**config.mk**
```make
export PLATFORM = sky130hd
export DESIGN_NAME = mem_req_sched
export DESIGN_NICKNAME = d
export VERILOG_FILES = /design/src/rtl/mem_req_sched.sv
export SDC_FILE = /design/constraint.sdc
export NUM_CORES = 1
export LEC_CHECK = 0
export ABC_AREA = 1
export BUFFER_PORTS_ARGS = -buffer_cell sky130_fd_sc_hd__buf_2
export CAP_MARGIN = 20
export CORE_MARGIN = 5
export CORE_UTILIZATION = 33
export CTS_BUF_LIST = sky130_fd_sc_hd__clkbuf_4
export DETAILED_ROUTE_END_ITERATION = 10
export HOLD_SLACK_MARGIN = 0.12
export MAX_ROUTING_LAYER = met4
export PLACE_DENSITY = 0.78
export SLEW_MARGIN = 25
export SYNTH_ARGS = -nofsm -noshare
export SYNTH_HDL_FRONTEND = slang
export SYNTH_SLANG_ARGS = --single-unit
```
**constraint.sdc**
```tcl
create_clock -name clk -period 1.92 [get_ports clk]
set_input_delay 0.096 -clock clk [delete_from_list [all_inputs] [get_ports clk]]
set_output_delay 0.096 -clock clk [all_outputs]
set_load 0.02 [all_outputs]
```
**src/rtl/mem_req_sched.sv**
```systemverilog
module mem_req_sched #(
  parameter int NCH    = 4,
  parameter int AW     = 8,
  parameter int DW     = 16,
  parameter int RD_LAT = 2,
  parameter int MAXLEN = 8,
  localparam int CW = (NCH > 1) ? $clog2(NCH) : 1,
  localparam int PW = (MAXLEN > 1) ? $clog2(MAXLEN) : 1,
  localparam int LW = $clog2(MAXLEN + 1),
  localparam int WW = $clog2(RD_LAT + 1)
) (
  input  logic              clk,
  input  logic              rst_n,
  input  logic [MAXLEN*CW-1:0] cfg_order,
  input  logic [LW-1:0]     cfg_len,
  input  logic [MAXLEN-1:0] cfg_implied,
  input  logic              cfg_pipe,
  input  logic [NCH-1:0]    ch_req,
  input  logic [NCH-1:0]    ch_we,
  input  logic [NCH*AW-1:0] ch_addr,
  input  logic [NCH*DW-1:0] ch_wdata,
  output logic [NCH-1:0]    ch_ack,
  output logic [NCH-1:0]    ch_rvalid,
  output logic [DW-1:0]     ch_rdata,
  output logic              mem_en,
  output logic              mem_we,
  output logic [AW-1:0]     mem_addr,
  output logic [DW-1:0]     mem_wdata,
  input  logic [DW-1:0]     mem_rdata
);

  typedef enum logic [1:0] {S_TEST, S_ISSUE, S_WAIT} st_t;

  st_t           st, st_n;
  logic [PW-1:0] ptr, ptr_n, nptr;
  logic [WW-1:0] wcnt, wcnt_n;
  logic [CW-1:0] cur;
  logic          cur_we, issue, rd_issue, last, nxt_imp;

  logic [RD_LAT-1:0] tv;
  logic [CW-1:0]     tc [RD_LAT];

  assign cur      = cfg_order[ptr*CW +: CW];
  assign cur_we   = ch_we[cur];
  assign issue    = (st == S_ISSUE);
  assign rd_issue = issue && !cur_we;
  assign last     = (int'(ptr) + 1 >= int'(cfg_len));
  assign nptr     = last ? '0 : ptr + 1'b1;
  assign nxt_imp  = (nptr != '0) && cfg_implied[nptr];

  assign mem_en    = issue;
  assign mem_we    = issue && cur_we;
  assign mem_addr  = ch_addr[cur*AW +: AW];
  assign mem_wdata = ch_wdata[cur*DW +: DW];
  assign ch_ack    = issue ? (NCH'(1) << cur) : '0;
  assign ch_rvalid = tv[RD_LAT-1] ? (NCH'(1) << tc[RD_LAT-1]) : '0;
  assign ch_rdata  = mem_rdata;

  always_comb begin
    st_n   = st;
    ptr_n  = ptr;
    wcnt_n = wcnt;
    unique case (st)
      S_TEST:
        if (ch_req[cur]) st_n = S_ISSUE;
        else begin
          ptr_n = nptr;
          st_n  = S_TEST;
        end
      S_ISSUE:
        if (!cur_we && !cfg_pipe) begin
          st_n   = S_WAIT;
          wcnt_n = WW'(RD_LAT - 1);
        end else begin
          ptr_n = nptr;
          st_n  = nxt_imp ? S_ISSUE : S_TEST;
        end
      S_WAIT:
        if (wcnt == '0) begin
          ptr_n = nptr;
          st_n  = nxt_imp ? S_ISSUE : S_TEST;
        end else wcnt_n = wcnt - 1'b1;
      default: st_n = S_TEST;
    endcase
  end

  always_ff @(posedge clk or negedge rst_n) begin
    if (!rst_n) begin
      st   <= S_TEST;
      ptr  <= '0;
      wcnt <= '0;
    end else begin
      st   <= st_n;
      ptr  <= ptr_n;
      wcnt <= wcnt_n;
    end
  end

  always_ff @(posedge clk or negedge rst_n) begin
    if (!rst_n) begin
      tv <= '0;
      for (int i = 0; i < RD_LAT; i++) tc[i] <= '0;
    end else begin
      tv[0] <= rd_issue;
      tc[0] <= cur;
      for (int i = 1; i < RD_LAT; i++) begin
        tv[i] <= tv[i-1];
        tc[i] <= tc[i-1];
      end
    end
  end

  // a silent, tested slot leads to no access in the following cycle
  a_r3_silent_test_no_access: assert property (@(posedge clk) disable iff (!rst_n)
    (st == S_TEST && !ch_req[cur]) |=> !mem_en);

  // in non-pipelined mode a read is never followed directly by an access
  a_r8_read_blocks_next: assert property (@(posedge clk) disable iff (!rst_n)
    (mem_en && !mem_we && !cfg_pipe) |=> !mem_en);

  // in non-pipelined mode at most one read is in flight
  a_r8_single_read_inflight: assert property (@(posedge clk) disable iff (!rst_n)
    !cfg_pipe |-> ($countones(tv) <= 1));

  // pipelined mode never enters the wait state
  a_r7_pipe_no_wait: assert property (@(posedge clk) disable iff (!rst_n)
    (cfg_pipe && issue) |=> (st != S_WAIT));

  // read returns strobe one channel at a time
  a_r6_rvalid_onehot: assert property (@(posedge clk) disable iff (!rst_n)
    $onehot0(ch_rvalid));

endmodule

```
# Word-level counts from Yosys, hierarchy flattened
# Index checks and enable logic that the tools add are counted.
[word_totals] reg_bits=13 latch_bits=0 ramBits=0 rom_bits=0 in_bits=151 output_inout_bits=50 word_cells=58 memories=0
[op_classes] addsub=3 multipliers=0 div_mod_pow=0 magnitude_cmp=3 n_eq_ne=7 n_shift=5 mux=21 n_bitwise=0 reduce_logical=13
[ops] operator="indexed part select 64 x 7 -> 16 bit" n=1
[ops] operator="indexed part select 32 x 6 -> 8 bit" n=1
[ops] operator="indexed part select 16 x 5 -> 2 bit" n=1
[ops] operator="2-to-1 mux 3 bit" n=4
[ops] operator="one-hot mux 3 bit (3 select lines)" n=1
[ops] operator="2-to-1 mux 2 bit" n=4
[ops] operator="2-to-1 mux 4 bit" n=2
[ops] operator="!= test 2 bit, second input constant" n=4
[ops] operator="left shift 1 x 2 -> 4 bit, first input constant" n=2
[ops] operator="one-hot mux 2 bit (3 select lines)" n=1
[ops] operator="nonzero test 3 bit" n=2
[ops] operator="2-to-1 mux 1 bit" n=5
[ops] operator="adder 3 x 1 -> 4 bit, second input constant" n=1
[ops] operator="binary-select mux 1 bit (select 2 bit)" n=2
[ops] operator=">= comparator 4 bit" n=1
[ops] operator="logical AND 1 bit" n=4
[ops] operator="logical NOT 2 bit" n=2
[ops] operator="less-than comparator 3 x 4 -> 1 bit, second input constant" n=1
[ops] operator="one-hot mux 2 bit (2 select lines)" n=1
[ops] operator="AND reduction 4 bit" n=1
[ops] operator="adder 3 x 1 -> 3 bit, second input constant" n=1
[ops] operator="binary-select mux 1 bit (select 3 bit)" n=1
[ops] operator="less-than comparator 2 x 3 -> 1 bit, second input constant" n=1
[ops] operator="AND reduction 3 bit" n=1
[ops] operator="6 further kinds" n=7

# Depth between registers and ports, before layout
[logic_depth] depth_word=9 mapped_depth=17 depth_no_buf=17

# Least setup slack after synthesis
# No wires, ideal clock.
[synth_timing] kind="register -> register" start="reg ptr[1]" end="reg st[0]" setup_time_ps=65 arrival_ps=2023 t_required_ps=1855 setup_slack_ps=-168 stages_incl_launch_ff=16 n_path_buf=0 path_cell_list="dfrtp_1 -> ha_1 -> xnor2_1 -> inv_1 -> ha_1 -> a21oi_1 -> nand3_1 -> nor2_1 -> nand2_1 -> nand2_1 -> nand2_1 -> nand2_1 -> nand3_1 -> nand3_1 -> nand2_1 -> nand2_1"
[synth_between] elab_chain_len=9 word_cells_on_any_way=20 cone_classes="add/sub: 2; order compare: 1; shift: 1; mux: 12; reduce/logical: 4"
[synth_lines] element="from (decl)" line="35" rtl="logic [PW-1:0] ptr, ptr_n, nptr;"
[synth_lines] element="from (signal assigned)" line="94" rtl="ptr <= ptr_n;"
[synth_lines] element="adder 3 x 1 -> 4 bit" line="47" rtl="assign last = (int'(ptr) + 1 >= int'(cfg_len));"
[synth_lines] element=">= comparator 4 bit" line="47"
[synth_lines] element="2-to-1 mux 3 bit" line="48" rtl="assign nptr = last ? '0 : ptr + 1'b1;"
[synth_lines] element="binary-select mux 1 bit (select 3 bit)" line="49" rtl="assign nxt_imp = (nptr != '0) && cfg_implied[nptr];"
[synth_lines] element="2-to-1 mux 1 bit (implied by the code)" line="49"
[synth_lines] element="logical AND 1 bit" line="49"
[synth_lines] element="2-to-1 mux 1 bit" line="76, 81"
[synth_lines] element="2-to-1 mux 2 bit, on equally long branches" line="79, 71"
[synth_lines] element="one-hot mux 2 bit (3 select lines) *" line="63" rtl="unique case (st)"
[synth_lines] element="to (signal assigned)" line="93" rtl="st <= st_n;"
[synth_lines] element="to (decl)" line="34" rtl="st_t st, st_n;"
# Mark *: on every way between the ends. The rest lies on a longest branch, timed or not. The select of a mux whose other input is x is not followed.
# A chain may end at the register's enable or synchronous reset.

# Final worst setup path
[layout_timing] start="reg ptr[0]" end="reg st[0]"
# The elaborated chain is that of the path after synthesis.

==> flow_summary.yaml <==
finish:
  final_core_util: 0.636
  final_common_cell: "buf_2"
  area_delta_synth_final_pct: 85.2
  fin_nets: 649
  multi_input_area_sq_um: 1630
  num_antenna_cells: 0
  nFillCells: 493
  finalInstanceArea_sq_um: 3550
  final_cell_mix: "buf_2, nand2_1, nand3_1"
  drive_gt1_frac: 0.582
  seqCellArea_sq_um: 328
power_and_ir_drop:
  p_leak_uw: 0.00192
  power_density_nw_per_um2: 2330
  peakVddDrop_mv: 1.64
timing:
  setup_ws_ps: -278
  clock_skew_ps: 11.6
  setup_viol: 34
  min_period_ps: 2200
  finalHoldViolCount: 0
  drv_slew: 0
  worstMarginPinSlew_ps: 347
  rsz0062_at_grt: "true"
  slew_headroom: 0.769
  fmax_ghz: 0.455
  fin_crit_sh: 1.15
route:
  wire_per_inst_um: 15.8
  ant_nets: 0
  drc_errors: 0
  viasPerCell: 5.04
  drt_wl_total_mm: 8.80
  drt_iter0_markers: 120
  num_vias: 2812
  drtPass1Iterations: 4
logic_synthesis:
  synth_top_family_by_area: "simple AND/OR/NAND/NOR gates"
  synth_edf_count: 0
  muxShareOfSynthArea: 0
  ys_warn_count: 0
  synth.top_cell.area_share: 0.170
  synth_compound_area_frac: 0.139
  synth_seq_cells: 13
  yosys.area_share.simple: 0.442
  yosysTopAreaCell: "dfrtp_1"
  synth-xor-area-share: 0.00457
  synth_area_sq_um: 1920
  synthFlopType: "dfrtp_1"
  async_flop_share: 1.00
  synth_area_per_cell_sq_um: 6.18
  synth-adder-area-share: 0.0718
  yosysSeqAreaShare: 0.170
  synth_nets: 472
  ys_top_cells_by_area: "dfrtp_1, nand3_1, nand2_1, a22oi_1, buf_4"
  synth.distinct_cells: 27
  synth_cells: 310
die:
  fp.coreArea_sq_um: 5570
  die_x_um: 86.2
  start_util: 0.344
  rows: 27
  die-area_sq_um: 7430
  pin_count: 201
  die_h_um: 86.2
global_route:
  grt-ovfl-total: 0
  first_global_vias: 3030
  grt_pass1_wl_mm: 14.0
  grt_max_degree: 30
  track_usage: 0.234
  antenna_found_initial: 0
clock_tree:
  tritoncts: "built"
  cts_root_buffer: "clkbuf_4"
  cts.path.max_buffers: 2
  clkLatencyLatePin_ps: 270
  cts-buffers-inserted: 3
  clock-sinks: 13
  clkTransAtPathRegs_ps: 90
  ctsHtreeMaxLevel: 1
setup_path:
  critPathKind: "reg -> reg"
  worstPathRequired_ps: 2080
  crit_fanout: 6
  crit_arrival_ps: 2360
  cp-end-kind: "flip-flop"
  startpoint_type: "flip-flop"
outcome:
  failed_checks: "negative setup slack"
  status: "finished with violations"
worst_hold_path:
  hp-class: "in -> reg"
placement:
  dpl.hpwl_mm: 6.38
  place_area_sq_um: 2810
  portBuffers: 167
  place_congestion: 0.950
run:
  timing.max_cap.violations: 0
==> layout make-up <==
class	instances	share of cell area
Clock buffer	4	0.00847
Tap cell	72	0.0254
Sequential cell	13	0.0924
Multi-Input combinational cell	237	0.458
Timing Repair Buffer	198	0.379
Inverter	34	0.0367
==> stage by stage <==
step	setup TNS (ps)	hold slack [ps]	power, uW	std cells	setup slack (ps)
2_1_floorplan	-44.4	-200	4080	310	-44.4
3_5_place_dp	-11450	7.63	5570	539	-488
5_1_grt	-11700	169	8880	558	-480
4_1_cts	-7900	122	7820	555	-308
6_report	-6380	130	8280	558	-278
3_3_place_gp	-10160	2.83	5490	539	-432
==> worst max-delay path, cell delays in order, from the launching register on <==
cell	delay, ps
dfrtp_2	450
buf_6	140
ha_4	160
xnor2_2	180
inv_2	80
ha_4	260
nand2_1	50
inv_2	60
nand2_4	80
nand3_4	90
inv_1	50
nand3_1	60
nand2_1	60
nand2_1	70
nand2_2	60
nand3_1	60
nand3_1	70
nand2_1	60
nand2_1	40
==> cells by family (layout without fill, tap and decap cells) <==
group / count (synthesis) / in the layout
AOI/OAI and AO/OA: 36 / 36
adders and majority gates: 11 / 11
and+or+nand+nor: 186 / 189
buffers and inverters: 63 / 236
xor gates and xnor gates: 1 / 1
DFF: 13 / 13
==> path summary, 6_finish.rpt <==
path / startpoint / end / slack [ps] / depth (start not counted)
min in group asynchronous: rst_n / tc[3] / 240 / 2
hold / removal: cfg_pipe / st[1] / 130 / 4
setup reg to reg: ptr[0] / st[0] / -280 / 18
setup / recovery: ptr[0] / st[0] / -280 / 18
hold reg to reg: tv[0] / tv[1] / 350 / 0
max in group asynchronous: rst_n / ptr[0] / 1430 / 2
==> power breakdown <==
| part | leakage (uW) | switching, uW | internal (uW) |
|---|---|---|---|
| Combinational | 0.00174 | 4130 | 3450 |
| Sequential | 0.000159 | 110 | 398 |
| Clock | 0.0000184 | 91.6 | 94.5 |
==> sequential cells by signal, indices dropped and copies added (netlist names) <==
register	count
st	2
tc	4
wcnt	2
ptr	3
tv	2
==> synth_stat cells, types with 3 or more instances <==
cell / number
nor2_2: 3
nand2_1: 81
nand3_1: 65
o21ai_0: 3
inv_1: 30
o21ai_1: 4
inv_2: 4
nand4_1: 3
buf_2: 6
nor2_1: 14
buf_4: 19
nor3_1: 9
a22oi_1: 24
nand2_2: 6
dfrtp_1: 13
ha_1: 11
==> routing by layer <==
layer	vias up	share of wire	GRT usage
met5	-	0	-
met3	28	0.075	0.0418
met1	1263	0.38	0.284
li1	1379	-	-
met4	0	0.023	0.0666
met2	142	0.52	0.397
==> what timing repair did <==
item                                    CTS  global route
gates resized for setup                 102            26
gates cloned                              3             0
endpoints found under the hold margin    13             0
buffers inserted                          9             4
hold buffers                              1             0
endpoints found under the setup margin   37            37
pin swaps                                33            29
(Power assumes the default switching activity.)
